[config.mk]
export PLATFORM = sky130hd
export DESIGN_NAME = lockstep_cmp_ctrl
export DESIGN_NICKNAME = d
export VERILOG_FILES = /design/src/rtl/lsc_pkg.sv /design/src/rtl/lsc_delay.sv /design/src/rtl/lsc_qual.sv /design/src/rtl/lsc_cmp.sv /design/src/rtl/lockstep_cmp_ctrl.sv
export SDC_FILE = /design/constraint.sdc
export NUM_CORES = 1
export LEC_CHECK = 0
export BUFFER_PORTS_ARGS = -buffer_cell sky130_fd_sc_hd__buf_4
export CAP_MARGIN = 20
export CELL_PAD_IN_SITES_DETAIL_PLACEMENT = 0
export CELL_PAD_IN_SITES_GLOBAL_PLACEMENT = 2
export CORE_MARGIN = 10
export CORE_UTILIZATION = 33
export DETAILED_ROUTE_END_ITERATION = 16
export GPL_TIMING_DRIVEN = 1
export PLACE_DENSITY_LB_ADDON = 0.1
export SLEW_MARGIN = 20
export SYNTH_ARGS = -nofsm -noshare
export SYNTH_HDL_FRONTEND = slang
export SYNTH_HIERARCHICAL = 1
export SYNTH_SLANG_ARGS = --single-unit
[constraint.sdc]
create_clock -name clk -period 1.38 [get_ports clk]
set_clock_uncertainty 0.2 [all_clocks]
set_input_delay 0.069 -clock clk [delete_from_list [all_inputs] [get_ports clk]]
set_output_delay 0.069 -clock clk [all_outputs]
set_load 0.05 [all_outputs]
[src/rtl/lsc_pkg.sv]
`timescale 1ns/1ps
package lsc_pkg;
    typedef enum logic {QS_HOLD, QS_ARMED} qual_state_e;
    typedef enum logic {FS_CLEAR, FS_LATCHED} flag_state_e;
endpackage

[src/rtl/lsc_delay.sv]
`timescale 1ns/1ps
module lsc_delay #(
    parameter int WIDTH = 8,
    parameter int DEPTH = 1
) (
    input  logic             clk,
    input  logic             por_n,
    input  logic [WIDTH-1:0] din,
    output logic [WIDTH-1:0] dout
);
    for (genvar s = 0; s < DEPTH; s++) begin : g_stage
        logic [WIDTH-1:0] q;
        if (s == 0) begin : g_head
            always_ff @(posedge clk or negedge por_n) begin
                if (!por_n) q <= '0;
                else        q <= din;
            end
        end else begin : g_tail
            always_ff @(posedge clk or negedge por_n) begin
                if (!por_n) q <= '0;
                else        q <= g_stage[s-1].q;
            end
        end
    end

    assign dout = g_stage[DEPTH-1].q;
endmodule

[src/rtl/lsc_qual.sv]
`timescale 1ns/1ps
module lsc_qual
    import lsc_pkg::*;
#(
    parameter int HOLD_CYCLES = 3
) (
    input  logic clk,
    input  logic por_n,
    output logic armed
);
    localparam int CW = $clog2(HOLD_CYCLES + 1);
    localparam logic [CW-1:0] LAST = CW'(HOLD_CYCLES - 1);

    qual_state_e   state_q, state_d;
    logic [CW-1:0] cnt_q, cnt_d;

    always_comb begin
        state_d = state_q;
        cnt_d   = cnt_q;
        unique case (state_q)
            QS_HOLD: begin
                if (cnt_q == LAST) state_d = QS_ARMED;   // ARM
                else               cnt_d   = cnt_q + 1'b1;
            end
            QS_ARMED: begin
                state_d = QS_ARMED;
            end
            default: state_d = QS_HOLD;
        endcase
    end

    always_ff @(posedge clk or negedge por_n) begin
        if (!por_n) begin
            state_q <= QS_HOLD;
            cnt_q   <= '0;
        end else begin
            state_q <= state_d;
            cnt_q   <= cnt_d;
        end
    end

    always_comb armed = (state_q == QS_ARMED);

    AST_ARM_HOLDS: assert property (@(posedge clk) disable iff (!por_n)
        armed |=> armed);
    AST_CNT_RANGE: assert property (@(posedge clk) disable iff (!por_n)
        !armed |-> (cnt_q < CW'(HOLD_CYCLES)));
endmodule

[src/rtl/lsc_cmp.sv]
`timescale 1ns/1ps
module lsc_cmp
    import lsc_pkg::*;
#(
    parameter int WIDTH = 8
) (
    input  logic             clk,
    input  logic             por_n,
    input  logic             en,
    input  logic             clr_n,
    input  logic [WIDTH-1:0] lhs,
    input  logic [WIDTH-1:0] rhs,
    output logic             fault
);
    flag_state_e state_q, state_d;
    logic        trip;

    always_comb trip = en && (|(lhs ^ rhs));

    always_comb begin
        state_d = state_q;
        unique case (state_q)
            FS_CLEAR:   if (trip) state_d = FS_LATCHED;             // TRIP
            FS_LATCHED: if (!trip && !clr_n) state_d = FS_CLEAR;    // RELEASE
            default:    state_d = FS_CLEAR;
        endcase
    end

    always_ff @(posedge clk or negedge por_n) begin
        if (!por_n) state_q <= FS_CLEAR;
        else        state_q <= state_d;
    end

    always_comb fault = (state_q == FS_LATCHED);

    AST_SET_ON_DIFF: assert property (@(posedge clk) disable iff (!por_n)
        (en && (lhs != rhs)) |=> fault);
    AST_QUIET_UNQUAL: assert property (@(posedge clk) disable iff (!por_n)
        (!en && !fault) |=> !fault);
    AST_STICKY: assert property (@(posedge clk) disable iff (!por_n)
        (fault && clr_n) |=> fault);
    AST_CLEAR_LOW: assert property (@(posedge clk) disable iff (!por_n)
        (!clr_n && !(en && (lhs != rhs))) |=> !fault);
endmodule

[src/rtl/lockstep_cmp_ctrl.sv]
`timescale 1ns/1ps
module lockstep_cmp_ctrl #(
    parameter int WIDTH      = 64,
    parameter int RED_LAG    = 2,
    parameter int RED_STAGES = 1
) (
    input  logic             clk,
    input  logic             por_n,
    input  logic [WIDTH-1:0] main_out,
    input  logic [WIDTH-1:0] red_out,
    input  logic             inj_en,
    input  logic [WIDTH-1:0] inj_mask,
    input  logic             clr_a_n,
    input  logic             clr_b_n,
    output logic             fault_a,
    output logic             fault_b
);
    localparam int MAIN_STAGES = RED_LAG + RED_STAGES;
    localparam int QUAL_CYCLES = MAIN_STAGES;
    localparam int N_COPIES    = 2;

    logic [WIDTH-1:0]    red_mod;
    logic [WIDTH-1:0]    main_al;
    logic [WIDTH-1:0]    red_al;
    logic                armed;
    logic [N_COPIES-1:0] clr_vec;
    logic [N_COPIES-1:0] fault_vec;

    always_comb red_mod = inj_en ? (red_out ^ inj_mask) : red_out;

    lsc_delay #(.WIDTH(WIDTH), .DEPTH(MAIN_STAGES)) u_main_dly (
        .clk(clk), .por_n(por_n), .din(main_out), .dout(main_al));

    lsc_delay #(.WIDTH(WIDTH), .DEPTH(RED_STAGES)) u_red_dly (
        .clk(clk), .por_n(por_n), .din(red_mod), .dout(red_al));

    lsc_qual #(.HOLD_CYCLES(QUAL_CYCLES)) u_qual (
        .clk(clk), .por_n(por_n), .armed(armed));

    assign clr_vec = {clr_b_n, clr_a_n};

    for (genvar c = 0; c < N_COPIES; c++) begin : g_copy
        lsc_cmp #(.WIDTH(WIDTH)) u_cmp (
            .clk   (clk),
            .por_n (por_n),
            .en    (armed),
            .clr_n (clr_vec[c]),
            .lhs   (main_al),
            .rhs   (red_al),
            .fault (fault_vec[c])
        );
    end

    assign fault_a = fault_vec[0];
    assign fault_b = fault_vec[1];

    AST_PAIR_SET: assert property (@(posedge clk) disable iff (!por_n)
        (armed && (main_al != red_al)) |=> (fault_a && fault_b));
    AST_MATCH_QUIET: assert property (@(posedge clk) disable iff (!por_n)
        (!fault_a && !fault_b && (main_al == red_al)) |=> (!fault_a && !fault_b));
endmodule

==> results.yml, run 1 <==
outcome:
  status: "stopped before the end"
  haltStage: "clock tree synthesis"
  stop_error: "[ERROR RSZ-0060] Max buffer count reached."
yosys:
  synthCells: 574
  syn_nets: 772
  ys_seq_area_share_pct: 73.6
  ys_ff_latch: 261
  ys_warn_count: 6
  synth_top_family_by_area: "XOR/XNOR gates"
  synth-compound-area-share_pct: 0.310
  synthAdderAreaFrac_pct: 0.141
  syn-cell-area_sq_um: 8880
  yosys.area_share.simple_pct: 5.91
  synth_cell_types: 14
  synth-xor-area-share_pct: 19.1
  avgSynthCellArea_sq_um: 15.5
  synth.area.mux_share_pct: 0
die:
  die_x_microns: 184
  fp-row-count: 59
  start_util_pct: 33.8
  fp.dieH_microns: 184
  num_io_pins: 199
clock_tree:
  postCtsSetupRepairBufs: 0
  clock_path_buffers: 3
  cts_resized: 11
  htree_levels: 1
  hold_buffers: 233
  cts_inserted_buffers: 27
  cts_root_buf: "clkbuf_16"
  clkSinkCount: 261
placement:
  hpwl_mm: 14.0
  gp_congestion: 0.733
  port_buffers: 198
  place_ws_ps: -652
  dpl-instance-area_sq_um: 10900
metrics by stage:
step	hold slack, ps	setup TNS (ps)	instances
after floorplan	-427	-210	574
after global placement	-187	-1240	1119
after detailed placement	-187	-1260	1119
cell usage after synthesis:
library cell / count / area, sq um
dfrtp_1: 261 / 6530
or2_4: 1 / 8.76
buf_6: 7 / 78.8
ha_1: 1 / 12.5
o21ai_1: 1 / 5.00
nor4_1: 6 / 37.5
nor4_2: 2 / 25.0
xnor2_2: 1 / 16.3
a22o_1: 2 / 17.5
inv_1: 1 / 3.75
o21ai_0: 1 / 5.00
xnor2_1: 192 / 1680
nand4_1: 34 / 213
nand2_1: 64 / 240
cells by family after synthesis:
| logic type | after synthesis |
|---|---|
| compound gates | 4 |
| xor+xnor | 193 |
| flops | 261 |
| buf+inv | 8 |
| simple gates | 107 |
| fa+ha+maj | 1 |
==> run 2: changes to the inputs <==
--- a/config.mk
+++ b/config.mk
@@ -7,13 +7,11 @@
 export LEC_CHECK = 0
 export BUFFER_PORTS_ARGS = -buffer_cell sky130_fd_sc_hd__buf_4
 export CAP_MARGIN = 20
-export CELL_PAD_IN_SITES_DETAIL_PLACEMENT = 0
-export CELL_PAD_IN_SITES_GLOBAL_PLACEMENT = 2
 export CORE_MARGIN = 10
-export CORE_UTILIZATION = 33
+export CORE_UTILIZATION = 30
 export DETAILED_ROUTE_END_ITERATION = 16
 export GPL_TIMING_DRIVEN = 1
-export PLACE_DENSITY_LB_ADDON = 0.1
+export PLACE_DENSITY_LB_ADDON = 0.15
 export SLEW_MARGIN = 20
 export SYNTH_ARGS = -nofsm -noshare
 export SYNTH_HDL_FRONTEND = slang
==> constraint.sdc (replaced) <==
create_clock -name clk -period 1.8 [get_ports clk]
set_clock_uncertainty 0.2 [all_clocks]
set_input_delay 0.09 -clock clk [delete_from_list [all_inputs] [get_ports clk]]
set_output_delay 0.09 -clock clk [all_outputs]
set_load 0.05 [all_outputs]
==> results.yml, run 2 <==
outcome:
  status: "finished with violations"
  violations: "negative setup slack"
global_routing:
  antenna_found_initial: 0
  grt_pass1_wl_mm: 34.6
  grt_usage_pct: 11.7
  gr-total-overflow: 0
  grt_max_degree: 63
  grt_pass1_vias: 6844
route:
  vias: 5854
  drc: 0
  vias_per_cell: 4.02
  postRouteAntennaNets: 0
  drt_iter0_drc: 175
  first_pass_iters: 4
  routedWlPerCell_microns: 14.6
  routed_wl_mm: 21.2
clock_tree:
  htree_levels: 1
  cts_root_buf: "clkbuf_16"
  cts_tree: "done"
  clk_pin_slew_ps: 60
  postCtsSetupRepairBufs: 0
  cts_inserted_buffers: 28
  clkSinkCount: 261
  clkLatencyLatePin_ps: 530
  clock_path_buffers: 3
yosys:
  netlist_top_cells_count: "261 x dfrtp_1, 192 x xnor2_1, 64 x nand2_1"
  synthFlopType: "dfrtp_1"
  synthTopCellsByArea: "dfrtp_1 74%, xnor2_1 19%, nand2_1 2.7%"
  yosys.area.top_type_share_pct: 73.6
  synthCells: 574
  async_flop_share_pct: 100
  yosys.area.top_type: "dfrtp_1"
  synth_most_common_cell: "dfrtp_1"
  ys_warn_count: 6
  synth_cell_types: 14
  syn_nets: 772
  syn-cell-area_sq_um: 8880
  avgSynthCellArea_sq_um: 15.5
  synth_edf_count: 0
  ys_ff_latch: 261
  ys_seq_area_share_pct: 73.6
finish:
  fin_nets: 1249
  largest_register_ffs: 128
  final_common_cell: "dfrtp_1"
  finish.instance_area_sq_um: 14400
  diodes: 0
  syn2layout_area_growth_pct: 61.7
  final_cell_mix: "261 x dfrtp_1, 242 x dlygate4sd3_1, 207 x buf_4"
  drive_gt1_share_pct: 24.9
  regMostFlops: "u_main_dly/g_stage.q"
timing:
  rsz0062_at_grt: "true"
  setup_ws_ps: -43.9
  min_period_ps: 1840
  holdWs_ps: 21.7
  setup_violations: 1
  max-slew-margin-rel_pct: 66.9
  drv_slew: 0
  period_share_pct: 102
  worstMarginPinSlew_ps: 497
  hold_violations: 0
  fmax_mhz: 542
job:
  cap_violations: 0
die:
  fp-row-count: 62
  dieArea_sq_um: 36900
  fp.dieH_microns: 192
  num_io_pins: 199
  die_x_microns: 192
  start_util_pct: 30.7
  core_sq_um: 28900
power:
  switching_power_w: 0.00299
  internal-power_w: 0.0108
  power_density_nw_per_um2: 961
  ir_drop_mv: 0.518
  clkPwrFrac_pct: 40.7
  switching_share_pct: 21.6
  seqPwrFrac_pct: 47.0
  leakagePower_nw: 6.18
  comb_power_share_pct: 12.3
worst_setup_path:
  critPathKind: "register to register"
  slowest_stage: "dfrtp_1"
  reg2regPathDepth: 6
  cp_cell_sequence: "xnor2_1 -> nand4_1 -> nor4_2 -> buf_4 -> nand4_1 -> a22o_1"
  cp.required_ps: 2020
  cp_common_cell: "nand4_1"
  crit_buf_inv: 1
  cp-end-kind: "register"
  worstSetupStartpointType: "register"
  critical_path.max_stage_delay_ps: 410
  crit_cells: 6
  crit_family: "simple AND/OR/NAND/NOR gates"
  worstPathMaxFanout: 2
  arrival_ps: 2070
placement:
  dpl-instance-area_sq_um: 10900
  hpwl_mm: 15.1
  gp_congestion: 0.742
  port_buffers: 198
worst_hold_path:
  holdPathStages: 2
  hold_class: "primary input to register"
## run 2: cell counts after synthesis
Identical to the previous run, type by type.
## run 2: routing by layer
| metal | global-route usage, % | part of all wire, % |
|---|---|---|
| met2 | 20.9 | 53 |
| met5 | 0 | 0 |
| met4 | 3.28 | 2.4 |
| met3 | 3.08 | 5.8 |
| met1 | 13.5 | 39 |
## run 2: per-stage QoR
step	util [%]	setup WS, ps	instances	power, W	TNS [ps]
floorplan	-	315	574	0.00711	0
global placement	37.8	-140	1163	0.00774	-276
detailed placement	37.8	-181	1163	0.00778	-341
CTS	49.5	-70.9	1454	0.0141	-101
global route	49.6	-110	1456	0.0145	-216
finish	49.6	-43.9	1456	0.0138	-43.9
## run 2: logic make-up after synthesis
| kind of cell | Yosys count | share of synthesized area (%) |
|---|---|---|
| buffers and inverters | 8 | 0.930 |
| adder cells (fa/ha/maj) | 1 | 0.141 |
| AO/OA/AOI/OAI | 4 | 0.310 |
| XOR/XNOR | 193 | 19.1 |
| flip-flops | 261 | 73.6 |
| AND/OR/NAND/NOR | 107 | 5.91 |
## run 2: worst paths after layout
check,from,endpoint,slack [ps]
worst max-delay path,u_red_dly/dout[50]$_DFF_PN0_,g_copy[1].u_cmp/fault$_DFF_PN0_,-40
worst min-delay path,main_out[34],u_main_dly/g_stage[0].q[34]$_DFF_PN0_,20
worst max register to register,u_red_dly/dout[50]$_DFF_PN0_,g_copy[1].u_cmp/fault$_DFF_PN0_,-40
worst min register to register,u_main_dly/g_stage[1].q[35]$_DFF_PN0_,u_main_dly/dout[35]$_DFF_PN0_,130
max in group asynchronous,por_n,u_main_dly/dout[15]$_DFF_PN0_,320
min in group asynchronous,por_n,u_main_dly/g_stage[0].q[27]$_DFF_PN0_,450
## run 2: what timing repair did
item / CTS / global route
cloned: 0 / 0
hold endpoints to repair: 391 / 2
hold buffers: 240 / 2
pin swaps: 7 / 6
endpoints found under the setup margin: 2 / 2
resized for setup: 7 / 3
## run 2: power by group through the flow
stage               Combinational (W)  Sequential [W]  Clock, W
floorplan                    0.000580         0.00653         0
global placement              0.00117         0.00657         0
detailed placement            0.00120         0.00659         0
CTS                           0.00172         0.00648   0.00586
global route                  0.00187         0.00652   0.00608
finish                        0.00170         0.00648   0.00562
## run 2: area by class of cell
class | instances | area, sq um
well taps | 384 | 480
clock inverters | 8 | 108
clock buffers | 43 | 827
repair buffers | 454 | 4070
fillers | 2541 | 14600
inverters | 1 | 3.75
multi-input cells | 305 | 2330
flip-flops and latches | 261 | 6530
Note: power is estimated with default switching activity, not from simulation.
